<file path="config.mk">
export PLATFORM = sky130hd
export DESIGN_NAME = hub_dsp_force
export DESIGN_NICKNAME = d
export VERILOG_FILES = /design/src/rtl/hub_dsp_pkg.sv /design/src/rtl/hub_dsp_regs.sv /design/src/rtl/hub_dsp_drive.sv /design/src/rtl/hub_dsp_monitor.sv /design/src/rtl/hub_dsp_force.sv
export SDC_FILE = /design/constraint.sdc
export NUM_CORES = 1
export LEC_CHECK = 0
export ABC_AREA = 1
export BUFFER_PORTS_ARGS = -buffer_cell sky130_fd_sc_hd__buf_4
export CORE_UTILIZATION = 42
export DETAILED_ROUTE_END_ITERATION = 10
export PLACE_DENSITY = 0.74
export SETUP_SLACK_MARGIN = 0.02
export SKIP_CTS_REPAIR_TIMING = 1
export SYNTH_ARGS = -nofsm -noshare
export SYNTH_HDL_FRONTEND = slang
export SYNTH_HIERARCHICAL = 1
export SYNTH_SLANG_ARGS = --single-unit
</file>
<file path="constraint.sdc">
create_clock -name clk -period 1.95 [get_ports clk]
set_input_delay 0.195 -clock clk [delete_from_list [all_inputs] [get_ports clk]]
set_output_delay 0.195 -clock clk [all_outputs]
set_load 0.02 [all_outputs]
</file>
<file path="src/rtl/hub_dsp_pkg.sv">
package hub_dsp_pkg;

  typedef enum logic [1:0] {
    DRV_RELEASE = 2'd0,
    DRV_DIFF1   = 2'd1,
    DRV_DIFF0   = 2'd2,
    DRV_SE0     = 2'd3
  } line_drv_e;

  localparam int unsigned ADDR_MODE = 0;
  localparam int unsigned ADDR_PULL = 1;
  localparam int unsigned ADDR_SE0  = 2;
  localparam int unsigned ADDR_DIFF = 3;

endpackage

</file>
<file path="src/rtl/hub_dsp_regs.sv">
module hub_dsp_regs
  import hub_dsp_pkg::*;
#(
  parameter int unsigned NUM_PORTS = 4,
  parameter int unsigned ADDR_W    = 3,
  parameter int unsigned DATA_W    = 8
) (
  input  logic                   clk,
  input  logic                   rst_n,
  input  logic                   wr_en,
  input  logic [ADDR_W-1:0]      addr,
  input  logic [DATA_W-1:0]      wdata,
  input  logic [NUM_PORTS-1:0]   se0_stat,
  input  logic [NUM_PORTS-1:0]   diff_stat,
  output logic [2*NUM_PORTS-1:0] mode_q,
  output logic [2*NUM_PORTS-1:0] pull_q,
  output logic [DATA_W-1:0]      rdata
);
  localparam int unsigned PIN_W = 2 * NUM_PORTS;

  logic              mode_we;
  logic              pull_we;
  logic [PIN_W-1:0]  mode_d;
  logic [PIN_W-1:0]  pull_d;

  // only the two writable addresses accept a write
  always_comb begin
    mode_we = wr_en && (addr == ADDR_W'(ADDR_MODE));
    pull_we = wr_en && (addr == ADDR_W'(ADDR_PULL));
    mode_d  = wdata[PIN_W-1:0];
    pull_d  = wdata[PIN_W-1:0];
  end

  always_ff @(posedge clk or negedge rst_n) begin
    if (!rst_n) begin
      mode_q <= '0;
      pull_q <= '0;
    end else begin
      if (mode_we) mode_q <= mode_d;
      if (pull_we) pull_q <= pull_d;
    end
  end

  // upper bits and unused addresses read as zero
  always_comb begin
    unique case (addr)
      ADDR_W'(ADDR_MODE): rdata = DATA_W'(mode_q);
      ADDR_W'(ADDR_PULL): rdata = DATA_W'(pull_q);
      ADDR_W'(ADDR_SE0):  rdata = DATA_W'(se0_stat);
      ADDR_W'(ADDR_DIFF): rdata = DATA_W'(diff_stat);
      default:            rdata = '0;
    endcase
  end

endmodule

</file>
<file path="src/rtl/hub_dsp_drive.sv">
module hub_dsp_drive
  import hub_dsp_pkg::*;
#(
  parameter int unsigned NUM_PORTS = 4
) (
  input  logic [2*NUM_PORTS-1:0] mode_q,
  input  logic [2*NUM_PORTS-1:0] pull_q,
  input  logic                   suspend,
  output logic [NUM_PORTS-1:0]   dp_out,
  output logic [NUM_PORTS-1:0]   dp_oe,
  output logic [NUM_PORTS-1:0]   dm_out,
  output logic [NUM_PORTS-1:0]   dm_oe,
  output logic [NUM_PORTS-1:0]   dp_slew,
  output logic [NUM_PORTS-1:0]   dm_slew
);

  for (genvar p = 0; p < NUM_PORTS; p++) begin : g_port
    line_drv_e code_eff;
    logic      code_act;
    logic      code_dp;
    logic      code_dm;
    logic      pull_dp;
    logic      pull_dm;

    always_comb begin
      // suspend drops code forcing, mask stays active
      code_eff = suspend ? DRV_RELEASE : line_drv_e'(mode_q[2*p +: 2]);
      code_act = (code_eff != DRV_RELEASE);
      code_dp  = (code_eff == DRV_DIFF1);
      code_dm  = (code_eff == DRV_DIFF0);
      pull_dp  = pull_q[2*p];
      pull_dm  = pull_q[2*p+1];
      // mask drive overrides the code on its pin
      dp_oe[p]   = pull_dp | code_act;
      dm_oe[p]   = pull_dm | code_act;
      dp_out[p]  = !pull_dp && code_dp;
      dm_out[p]  = !pull_dm && code_dm;
      // edge-rate shaping only for code-driven pins
      dp_slew[p] = !pull_dp && code_act;
      dm_slew[p] = !pull_dm && code_act;
    end
  end

endmodule

</file>
<file path="src/rtl/hub_dsp_monitor.sv">
module hub_dsp_monitor #(
  parameter int unsigned NUM_PORTS   = 4,
  parameter int unsigned SYNC_STAGES = 2
) (
  input  logic                 clk,
  input  logic                 rst_n,
  input  logic                 bus_rst,
  input  logic [NUM_PORTS-1:0] dp_in,
  input  logic [NUM_PORTS-1:0] dm_in,
  output logic [NUM_PORTS-1:0] dp_sync,
  output logic [NUM_PORTS-1:0] dm_sync,
  output logic [NUM_PORTS-1:0] se0_q,
  output logic [NUM_PORTS-1:0] diff_q
);
  localparam int unsigned LAST = SYNC_STAGES - 1;

  logic [NUM_PORTS-1:0] dp_pipe_q [SYNC_STAGES];
  logic [NUM_PORTS-1:0] dm_pipe_q [SYNC_STAGES];
  logic [NUM_PORTS-1:0] line_se0;
  logic [NUM_PORTS-1:0] se0_d;
  logic [NUM_PORTS-1:0] diff_d;

  always_ff @(posedge clk or negedge rst_n) begin
    if (!rst_n) begin
      for (int s = 0; s < SYNC_STAGES; s++) begin
        dp_pipe_q[s] <= '0;
        dm_pipe_q[s] <= '0;
      end
    end else begin
      dp_pipe_q[0] <= dp_in;
      dm_pipe_q[0] <= dm_in;
      for (int s = 1; s < SYNC_STAGES; s++) begin
        dp_pipe_q[s] <= dp_pipe_q[s-1];
        dm_pipe_q[s] <= dm_pipe_q[s-1];
      end
    end
  end

  assign dp_sync = dp_pipe_q[LAST];
  assign dm_sync = dm_pipe_q[LAST];

  // next state of the status words
  always_comb begin
    line_se0 = ~dp_sync & ~dm_sync;
    if (bus_rst) begin
      se0_d  = '0;
      diff_d = '0;
    end else begin
      se0_d  = line_se0;
      diff_d = (diff_q & line_se0) | (dp_sync & ~dm_sync);
    end
  end

  always_ff @(posedge clk or negedge rst_n) begin
    if (!rst_n) begin
      se0_q  <= '0;
      diff_q <= '0;
    end else begin
      se0_q  <= se0_d;
      diff_q <= diff_d;
    end
  end

endmodule

</file>
<file path="src/rtl/hub_dsp_force.sv">
module hub_dsp_force #(
  parameter int unsigned NUM_PORTS = 4,
  parameter int unsigned ADDR_W    = 3,
  parameter int unsigned DATA_W    = 8
) (
  input  logic                 clk,
  input  logic                 rst_n,
  input  logic                 bus_rst,
  input  logic                 suspend,
  input  logic [ADDR_W-1:0]    reg_addr,
  input  logic                 reg_wr,
  input  logic [DATA_W-1:0]    reg_wdata,
  output logic [DATA_W-1:0]    reg_rdata,
  input  logic [NUM_PORTS-1:0] dp_in,
  input  logic [NUM_PORTS-1:0] dm_in,
  output logic [NUM_PORTS-1:0] dp_out,
  output logic [NUM_PORTS-1:0] dp_oe,
  output logic [NUM_PORTS-1:0] dm_out,
  output logic [NUM_PORTS-1:0] dm_oe,
  output logic [NUM_PORTS-1:0] dp_slew,
  output logic [NUM_PORTS-1:0] dm_slew
);
  localparam int unsigned PIN_W = 2 * NUM_PORTS;

  logic              rst_meta_q;
  logic              rst_sync_n;
  logic [PIN_W-1:0]  mode_q;
  logic [PIN_W-1:0]  pull_q;
  logic [NUM_PORTS-1:0] dp_sync;
  logic [NUM_PORTS-1:0] dm_sync;
  logic [NUM_PORTS-1:0] se0_q;
  logic [NUM_PORTS-1:0] diff_q;

  // asynchronous assert, synchronous release
  always_ff @(posedge clk or negedge rst_n) begin
    if (!rst_n) begin
      rst_meta_q <= 1'b0;
      rst_sync_n <= 1'b0;
    end else begin
      rst_meta_q <= 1'b1;
      rst_sync_n <= rst_meta_q;
    end
  end

  hub_dsp_regs #(
    .NUM_PORTS(NUM_PORTS),
    .ADDR_W   (ADDR_W),
    .DATA_W   (DATA_W)
  ) u_regs (
    .clk      (clk),
    .rst_n    (rst_sync_n),
    .wr_en    (reg_wr),
    .addr     (reg_addr),
    .wdata    (reg_wdata),
    .se0_stat (se0_q),
    .diff_stat(diff_q),
    .mode_q   (mode_q),
    .pull_q   (pull_q),
    .rdata    (reg_rdata)
  );

  hub_dsp_drive #(
    .NUM_PORTS(NUM_PORTS)
  ) u_drive (
    .mode_q (mode_q),
    .pull_q (pull_q),
    .suspend(suspend),
    .dp_out (dp_out),
    .dp_oe  (dp_oe),
    .dm_out (dm_out),
    .dm_oe  (dm_oe),
    .dp_slew(dp_slew),
    .dm_slew(dm_slew)
  );

  hub_dsp_monitor #(
    .NUM_PORTS  (NUM_PORTS),
    .SYNC_STAGES(2)
  ) u_mon (
    .clk    (clk),
    .rst_n  (rst_sync_n),
    .bus_rst(bus_rst),
    .dp_in  (dp_in),
    .dm_in  (dm_in),
    .dp_sync(dp_sync),
    .dm_sync(dm_sync),
    .se0_q  (se0_q),
    .diff_q (diff_q)
  );

endmodule

</file>
After elaboration in Yosys (flattened, before gate mapping)

Index checks and enable logic that the tools add are counted.
Widths: inputs -> output; s select.

Reductions and logical operators: 31
Eq/ne operators: 11
Mux-type cells: 7
Bitwise operators: 14

Operator list:

| operator           | number |
|---|---|
| $pmux 8 s4         | 1 |
| $logic_and 1x1->1  | 18 |
| $and 4x4->4        | 3 |
| $eq 2x1->1 const B | 4 |
| $eq 2x2->1 const B | 4 |
| $logic_not 1->1    | 8 |
| $mux 2             | 4 |
| $mux 4             | 2 |
| $not 4->4          | 2 |
| $or 1x1->1         | 8 |
| $reduce_bool 2->1  | 4 |
| $eq 3x2->1 const B | 2 |
| $or 4x4->4         | 1 |
| $eq 3x1->1 const B | 1 |
| $logic_not 3->1    | 1 |

Flip-flop bits (word level): 42
Output and inout bits: 32
Logic and storage cells: 73
Input bits: 24

Longest topological paths before layout

Gate-level depths: netlist of run 1.

Word-level depth: 5
Depth in mapped cells: 6
Depth with buffers taken out: 5

Modules after synthesis

Netlist of run 1, hierarchy kept.

Modules (own cells, without submodules):

| module          | instances | cells an instance | seq. area each (um^2) | area an instance (um^2) |
|---|---|---|---|---|
| hub_dsp_regs    | 1         | 119               | 400.4                 | 958.4 |
| hub_dsp_monitor | 1         | 53                | 600.6                 | 739.5 |
| hub_dsp_drive   | 1         | 54                | 0.0                   | 242.7 |
| hub_dsp_force   | 1         | 3                 | 50.0                  | 53.8 |

Least setup slack after synthesis of run 1

Ideal clock, no wire load.

Path kind: register -> output
Start point: reg u_regs.mode_q[2]
End point: out dm_out[1]
Path slack: 0.846 ns
Buffers on the path: 0
Arrival time: 0.909 ns
Cell stages (with the launch flop): 3
Data required time: 1.755 ns
Cell sequence: dfrtp_1 > or2_1 > nor2_1

Word-level cells in the longest chain between the ends: 3

Ends and longest elaborated chain:

| item                   | RTL line            | RTL |
|---|---|---|
| start, declared        | hub_dsp_regs.sv:15  | `output logic [2*NUM_PORTS-1:0] mode_q,` |
| start signal, assigned | hub_dsp_regs.sv:39  | `if (mode_we) mode_q <= mode_d;` |
| $mux 2                 | hub_dsp_drive.sv:27 | `code_eff = suspend ? DRV_RELEASE : line_drv_e'(mode_q[2*p +: 2]);` |
| $eq 2x2->1             | hub_dsp_drive.sv:30 | `code_dm = (code_eff == DRV_DIFF0);` |
| $logic_and 1x1->1      | hub_dsp_drive.sv:37 | `dm_out[p] = !pull_dm && code_dm;` |
| end, declared          | hub_dsp_force.sv:18 | `output logic [NUM_PORTS-1:0] dm_out,` |

Every way passes these cells.

Worst setup path in the final report of run 1

Start point: reg u_regs.mode_q[6]
End point: out dp_oe[3]

Word-level cells in the longest chain between the ends: 3

Ends and longest elaborated chain:

| item              | RTL line            | RTL |
|---|---|---|
| $mux 2            | hub_dsp_drive.sv:27 |  |
| $reduce_bool 2->1 | hub_dsp_drive.sv:28 | `code_act = (code_eff != DRV_RELEASE);` |
| $or 1x1->1        | hub_dsp_drive.sv:34 | `dp_oe[p] = pull_dp \| code_act;` |
| end, declared     | hub_dsp_force.sv:17 | `output logic [NUM_PORTS-1:0] dp_oe,` |

Every way passes these cells.

==> run summary, run 1 <==
Status - finished, final reports clean
RSZ-0062 raised after global routing - false
I/O Buffers - 55
Min-Delay Path Class - reg2async
Core area - 4380 um^2
Height of the die - 69.9 um
Worst skew pair latency - 0.29 ns
CTS max path bufs - 2
YS warnings - 6
Initial Util - 44.1%
Total routed wirelength - 3750 um
Met1 Use GR - 19.6%
Cell Area, Synth - 1930 um^2
Max_cap viols - 0
Initial DRC count - 63
CTS tree - yes
Worst path bufs/invs - 1
CP cell instances - o21ai_1, nand2_1, buf_4
Cells after Synth - 221
Crit path DAT - 1.23 ns
Final setup TNS - 0 ns
DR WL/cell - 11.0 um
First-pass GRT wire length - 6290 um
DRC Markers - 0
Die X - 69.9 um
Reg2reg start - rst_sync_n
Grt met2 use - 28.8%
Dpl ws - 0.583 ns
Vias in the first global route - 1435
Layout area overhead - 33.0%
DIE AREA - 4880 um^2
Final Hold Fails - 0
Slew Limit Fails - 0
Met3 Track Usage GR - 4.47%
Max Clk Rate - 0.701 GHz
CP Capture Type - output port
Final cell count without fillers - 341
I/O pins - 56
Final setup violation count - 0
Mean Syn Cell Area - 8.75 um^2
Clk root buf - clkbuf_8
Layout cells sized above 1 - 33.2%
DRT antenna net count - 0
Fillers - 380
Power, Total - 0.00232 W
Fin nets - 312
Via count - 1560
DP Wirelength - 2810 um
# rows - 24
Largest net degree at the start of global routing - 33
Worst path slowest cell - dfrtp_1
Grt ovf - 0
GP Congestion - 0.777
Clock Sinks - 42
Initial antenna violation count - 0
Critical path class - reg2out
CP top delay family - flip-flops
Clk_skew - 0.00302 ns
Placed Cells - 324
Critical path launch point - u_regs/mode_q[6]
CP startpoint kind - flip-flop
H-Tree Depth - 2
Final min period - 1.43 ns
Req. time, crit path - 1.75 ns
CP Max Fanout - 5
Syn Nets - 245
CTS Buf Count - 5
Slowest stage delay, CP - 0.43 ns
Final period utilization - 73.2%
Leak pwr - 1.37 nW
Top Usage Layer GRT - met2
Antenna cells - 0
First drt pass iteration count - 4
Final setup margin - 0.523 ns
Worst vdd ir - 0.614 mV
CTS clock-pin slew for the worst setup and hold paths - 0.08 ns
Pwr Density - 901 nW/um^2
GR Util All Layers - 16.6%
Via/cell ratio - 4.57
-- area by class of cell --
class	instances	area (um^2)	area share, %
Sequential cell	42	1050	40.9
Multi-Input combinational cell	138	698	27.1
Timing Repair Buffer	65	510	19.8
Inverter	36	135	5.25
Clock buffer	5	68.8	2.68
Tap cell	52	65.1	2.53
Clock inverter	3	43.8	1.70
-- flip-flops by register name, summed over array words and instances (netlist names), 4 cells and up --
| name | count |
|---|---|
| u_mon/dm_sync | 4 |
| u_mon/diff_q | 4 |
| u_regs/mode_q | 8 |
| u_mon/dp_pipe_q | 4 |
| u_mon/dm_pipe_q | 4 |
| u_mon/se0_q | 4 |
| u_regs/pull_q | 8 |
| u_mon/dp_sync | 4 |
-- stage by stage --
stage,hold WS [ns],utilization (%),instance area [um^2]
final,0.145,58.7,2570
after global routing,0.165,58.7,2570
after CTS,-0.338,56.6,2480
after detailed placement,-0.0174,54.1,2370
after global placement,-0.0211,54.1,2370
after floorplan,-0.101,-,1930
-- routing by layer --
metal	share of wire (%)	wire length, um
met5	0	0
met4	1.9	70
met3	4.6	171
met2	51	1930
met1	42	1580
-- cell usage in the layout (no fill, tap or decap) --
master,count
buf_4,56
nand2_1,44
dfrtp_1,42
nor2_1,40
inv_1,33
o21ai_2,18
nand3_1,18
dlygate4sd3_1,9
nand2_2,8
clkbuf_8,5
or2_1,4
inv_2,3
o21ai_1,2
nand3_4,2
clkinv_2,1
bufinv_16,1
inv_6,1
conb_1,1
nor2_4,1
-- where the power goes --
group | internal, W | switching (W) | total, W
Combinational | 0.000264 | 0.000332 | 0.000596
Sequential | 0.000958 | 0.0000925 | 0.00105
Clock | 0.000383 | 0.000289 | 0.000672
-- final timing paths --
path                       cells past startpoint                to  slack [ns]
setup / recovery                               3          dp_oe[3]        0.52
hold / removal                                 0  u_regs/mode_q[2]        0.14
setup reg to reg                               1  u_mon/dm_sync[3]        1.09
hold reg to reg                                0  u_regs/mode_q[2]        0.14
max in group asynchronous                      1  u_mon/dm_sync[3]        1.09
min in group clk                               4   u_mon/diff_q[3]        0.17
(Power assumes the default switching activity.)
==> run 2: changes to the inputs <==
- PLACE_DENSITY: 0.74 -> 0.76
- clock period: 1.95 -> 1.3 ns (I/O delays scaled with it)
==> run summary, run 2 (synthesized netlist as in run 1, its figures left out) <==
Height of the die - 69.9 um
Layout cells sized above 1 - 43.6%
Vias in the first global route - 1387
Die X - 69.9 um
DRC Markers - 0
Final setup margin - -0.0306 ns
Crit path DAT - 1.20 ns
Commonest cells after routing, fill and taps aside - buf_4, nand2_1, dfrtp_1, nor2_1, inv_1
Grt met2 use - 26.3%
Initial antenna violation count - 0
Largest net degree at the start of global routing - 25
Antenna cells - 0
Via count - 1628
Hold path cells - 4
Max_cap viols - 0
H-Tree Depth - 2
Net Sw Frac - 33.0%
Min-Delay Path Class - in2reg
Final setup violation count - 9
CTS clock-pin slew for the worst setup and hold paths - 0.08 ns
Net Switching - 0.00116 W
Layout area overhead - 43.5%
Critical path class - reg2out
DP Wirelength - 2680 um
Final min period - 1.33 ns
CP Capture Type - output port
Worst vdd ir - 0.862 mV
WHS - 0.108 ns
Clock Sinks - 42
CTS max path bufs - 2
Core area - 4380 um^2
Max Clk Rate - 0.752 GHz
Regs by FF count - u_regs/mode_q (8), u_regs/pull_q (8)
Initial Util - 44.1%
GP Congestion - 0.790
Worst R2R End - u_regs/mode_q[1]
Clk network pwr share - 23.0%
First drt pass iteration count - 4
Leak pwr - 1.44 nW
RSZ-0062 raised after global routing - true
CP Max Fanout - 5
DIE AREA - 4880 um^2
CP startpoint kind - flip-flop
Clk root buf - clkbuf_8
I/O Buffers - 55
CP cell instances - or2_1, nor2_1, buf_4
GR Util All Layers - 16.1%
Via/cell ratio - 4.59
Hold wc startpoint - bus_rst
DRT antenna net count - 0
Sequential share of power - 45.2%
Fillers - 370
I/O pins - 56
Total routed wirelength - 4110 um
Grt ovf - 0
Final Hold Fails - 0
CTS tree - yes
Final period utilization - 102%
Req. time, crit path - 1.17 ns
Int Pwr - 0.00236 W
Clk_skew - 0.00226 ns
Slowest stage delay, CP - 0.43 ns
Reg2reg start - u_regs/mode_q[1]
DR WL/cell - 11.6 um
Failing checks - setup timing
Pwr Density - 1270 nW/um^2
R2R Setup Slk - 0.47 ns
Worst reg2reg path depth - 3
Met1 Use GR - 21.0%
Commonest non-fill, non-tap cell in the layout - buf_4
Top Usage Layer GRT - met2
Comb pwr share - 31.7%
# rows - 24
Worst path slowest cell - dfrtp_1
Met3 Track Usage GR - 4.04%
CTS Buf Count - 5
First-pass GRT wire length - 6200 um
Slew Limit Fails - 0
Status - finished, violations left
Worst skew pair latency - 0.29 ns
Fin nets - 326
WHS Endpoint - u_mon/se0_q[0]
Final core occ - 63.3%
Initial DRC count - 68
run 2: cell count changes in the layout (fill, tap and decap cells not counted), sizes merged:
cell / before / now
buf: 56 / 70
bufinv: 1 / 0
clkinv: 1 / 2
clkinvlp: 0 / 1
inv: 37 / 36
run 2: per-stage QoR:
step | power [W] | worst slack (ns) | setup TNS (ns) | instances | cell area (um^2)
floorplan | 0.00213 | 0.0447 | 0 | 221 | 1930
global placement | 0.00247 | 0.157 | 0 | 327 | 2390
detailed placement | 0.00249 | 0.137 | 0 | 327 | 2390
CTS | 0.00331 | -0.0636 | -0.534 | 335 | 2480
global route | 0.00371 | -0.103 | -1.24 | 355 | 2780
finish | 0.00352 | -0.0306 | -0.173 | 355 | 2780
run 2: critical path: cells and delay by family, from the launching register on:
family / cells / cell delay [ns]
DFF: 1 / 0.43
and+or+nand+nor: 2 / 0.33
buffers and inverters: 1 / 0.15
run 2: worst max-delay path by stage:
stage	end	from	cells after the start	slack (ns)
floorplan	u_mon/diff_q[0]	rst_sync_n	0	0.04
global placement	reg_rdata[3]	reg_addr[0]	7	0.16
detailed placement	u_regs/mode_q[7]	reg_addr[0]	6	0.14
CTS	dp_oe[2]	u_regs/mode_q[5]	3	-0.06
global route	dm_out[2]	u_regs/mode_q[4]	3	-0.10
finish	dm_out[1]	u_regs/mode_q[2]	3	-0.03
run 2: cell type report:
class                      count  area, um^2  share of cell area [%]
clock buffer                   5        68.8                    2.48
inverter                      36         135                    4.87
timing repair buffer          79         676                    24.3
clock inverter                 3        21.3                   0.766
multi-input combinational    138         751                    27.1
sequential                    42        1060                    38.1
tap                           52        65.1                    2.34
run 2: layer usage:
metal | vias up | share of wire (%) | wire, um
met5 | - | 0 | 0
met4 | 0 | 0.85 | 35
met3 | 2 | 4.3 | 175
met2 | 48 | 52 | 2140
met1 | 750 | 43 | 1750
li1 | 828 | - | -
run 2: power groups by stage:
stage | sequential, W | combinational (W) | clock, W
final | 0.00159 | 0.00112 | 0.000811
after global routing | 0.00161 | 0.00121 | 0.000886
after CTS | 0.00158 | 0.000891 | 0.000842
after detailed placement | 0.00160 | 0.000887 | 0
after global placement | 0.00160 | 0.000872 | 0
after floorplan | 0.00158 | 0.000551 | 0
==> run 3: changes to the inputs <==
- REMOVE_ABC_BUFFERS: unset -> 1
==> run summary, run 3 (synthesized netlist as in run 1, its figures left out) <==
Status - finished, violations left
Failing checks - setup timing
Net Switching - 0.00110 W
DP Wirelength - 2580 um
DRT antenna net count - 0
Antenna cells - 0
Final setup violation count - 4
Clk root buf - clkbuf_8
Final Hold Fails - 0
Die X - 69.9 um
WHS - 0.117 ns
Net Sw Frac - 31.6%
Crit path DAT - 1.20 ns
Sequential share of power - 45.4%
Vias in the first global route - 1509
Int Pwr - 0.00239 W
First-pass GRT wire length - 6280 um
Clk_skew - 0.00465 ns
Regs by FF count - u_regs/mode_q (8), u_regs/pull_q (8)
Leak pwr - 1.46 nW
Via count - 1627
Final min period - 1.33 ns
Initial DRC count - 85
Max_cap viols - 0
Fin nets - 329
GR Util All Layers - 16.1%
# rows - 24
Worst skew pair latency - 0.29 ns
DIE AREA - 4880 um^2
Critical path class - reg2out
Initial Util - 44.1%
Final core occ - 63.4%
CP Capture Type - output port
Initial antenna violation count - 0
I/O Buffers - 55
I/O pins - 56
Final cell count without fillers - 358
Pwr Density - 1260 nW/um^2
CTS max path bufs - 2
Layout area overhead - 43.6%
Clk network pwr share - 24.2%
Core area - 4380 um^2
Comb pwr share - 30.4%
Final setup margin - -0.0322 ns
CTS Buf Count - 5
Placed Cells - 327
CTS clock-pin slew for the worst setup and hold paths - 0.08 ns
Final period utilization - 102%
Total routed wirelength - 3780 um
Largest net degree at the start of global routing - 33
Grt ovf - 0
RSZ-0062 raised after global routing - true
CTS tree - yes
Commonest cells after routing, fill and taps aside - buf_4, nand2_1, nor2_1
Height of the die - 69.9 um
DRC Markers - 0
H-Tree Depth - 2
CP Max Fanout - 5
Worst vdd ir - 0.828 mV
GP Congestion - 0.840
CP startpoint kind - flip-flop
Clock Sinks - 42
Via/cell ratio - 4.54
Commonest non-fill, non-tap cell in the layout - buf_4
Layout cells sized above 1 - 41.5%
Max Clk Rate - 0.751 GHz
DR WL/cell - 10.6 um
Min-Delay Path Class - in2reg
Req. time, crit path - 1.17 ns
First drt pass iteration count - 4
Slew Limit Fails - 0
-- run 3: area by class of cell --
class	instances	area, um^2
Timing Repair Buffer	82	701
Tap cell	52	65.1
Inverter	36	135
Clock inverter	2	12.5
Fill cell	375	1610
Multi-Input combinational cell	138	723
Sequential cell	42	1060
Clock buffer	6	82.6
-- run 3: power groups by stage --
stage	Sequential, W	Combinational (W)	Clock, W
finish	0.00159	0.00106	0.000847
global route	0.00161	0.00116	0.000929
CTS	0.00158	0.000885	0.000880
detailed placement	0.00161	0.000882	0
global placement	0.00161	0.000865	0
floorplan	0.00158	0.000534	0
-- run 3: layer usage --
layer	global-route usage, %	part of all wire [%]	up-vias
li1	-	-	842
met1	20.5	44	734
met2	26.6	51	44
met3	3.32	4.6	7
met4	6.89	1.2	0
met5	0	0	-
-- run 3: stage by stage --
stage                     total power [W]  worst slack (ns)  instance area [um^2]  setup TNS (ns)
after global placement            0.00247            0.0907                  2400               0
after global routing              0.00370           -0.0918                  2780           -1.02
after floorplan                   0.00211            0.0447                  1880               0
final                             0.00349           -0.0322                  2780         -0.0750
after CTS                         0.00335           -0.0620                  2500          -0.563
after detailed placement          0.00249            0.0412                  2400               0
-- run 3: worst paths after layout --
| kind | slack [ns] | cells past startpoint | from | to |
|---|---|---|---|---|
| hold reg to reg | 0.17 | 0 | rst_sync_n | u_regs/pull_q[2] |
| min in group asynchronous | 0.16 | 2 | rst_n | rst_sync_n |
| hold / removal | 0.12 | 4 | bus_rst | u_mon/se0_q[2] |
| setup / recovery | -0.03 | 3 | u_regs/pull_q[5] | dm_out[2] |
| setup reg to reg | 0.50 | 3 | u_regs/pull_q[0] | u_regs/pull_q[0] |
| max in group asynchronous | 0.62 | 1 | rst_sync_n | u_regs/mode_q[6] |
-- run 3: critical path: stages, from the launching register on --
cell,delay (ns)
dfrtp_2,0.44
or2_1,0.23
nor2_1,0.10
buf_4,0.14
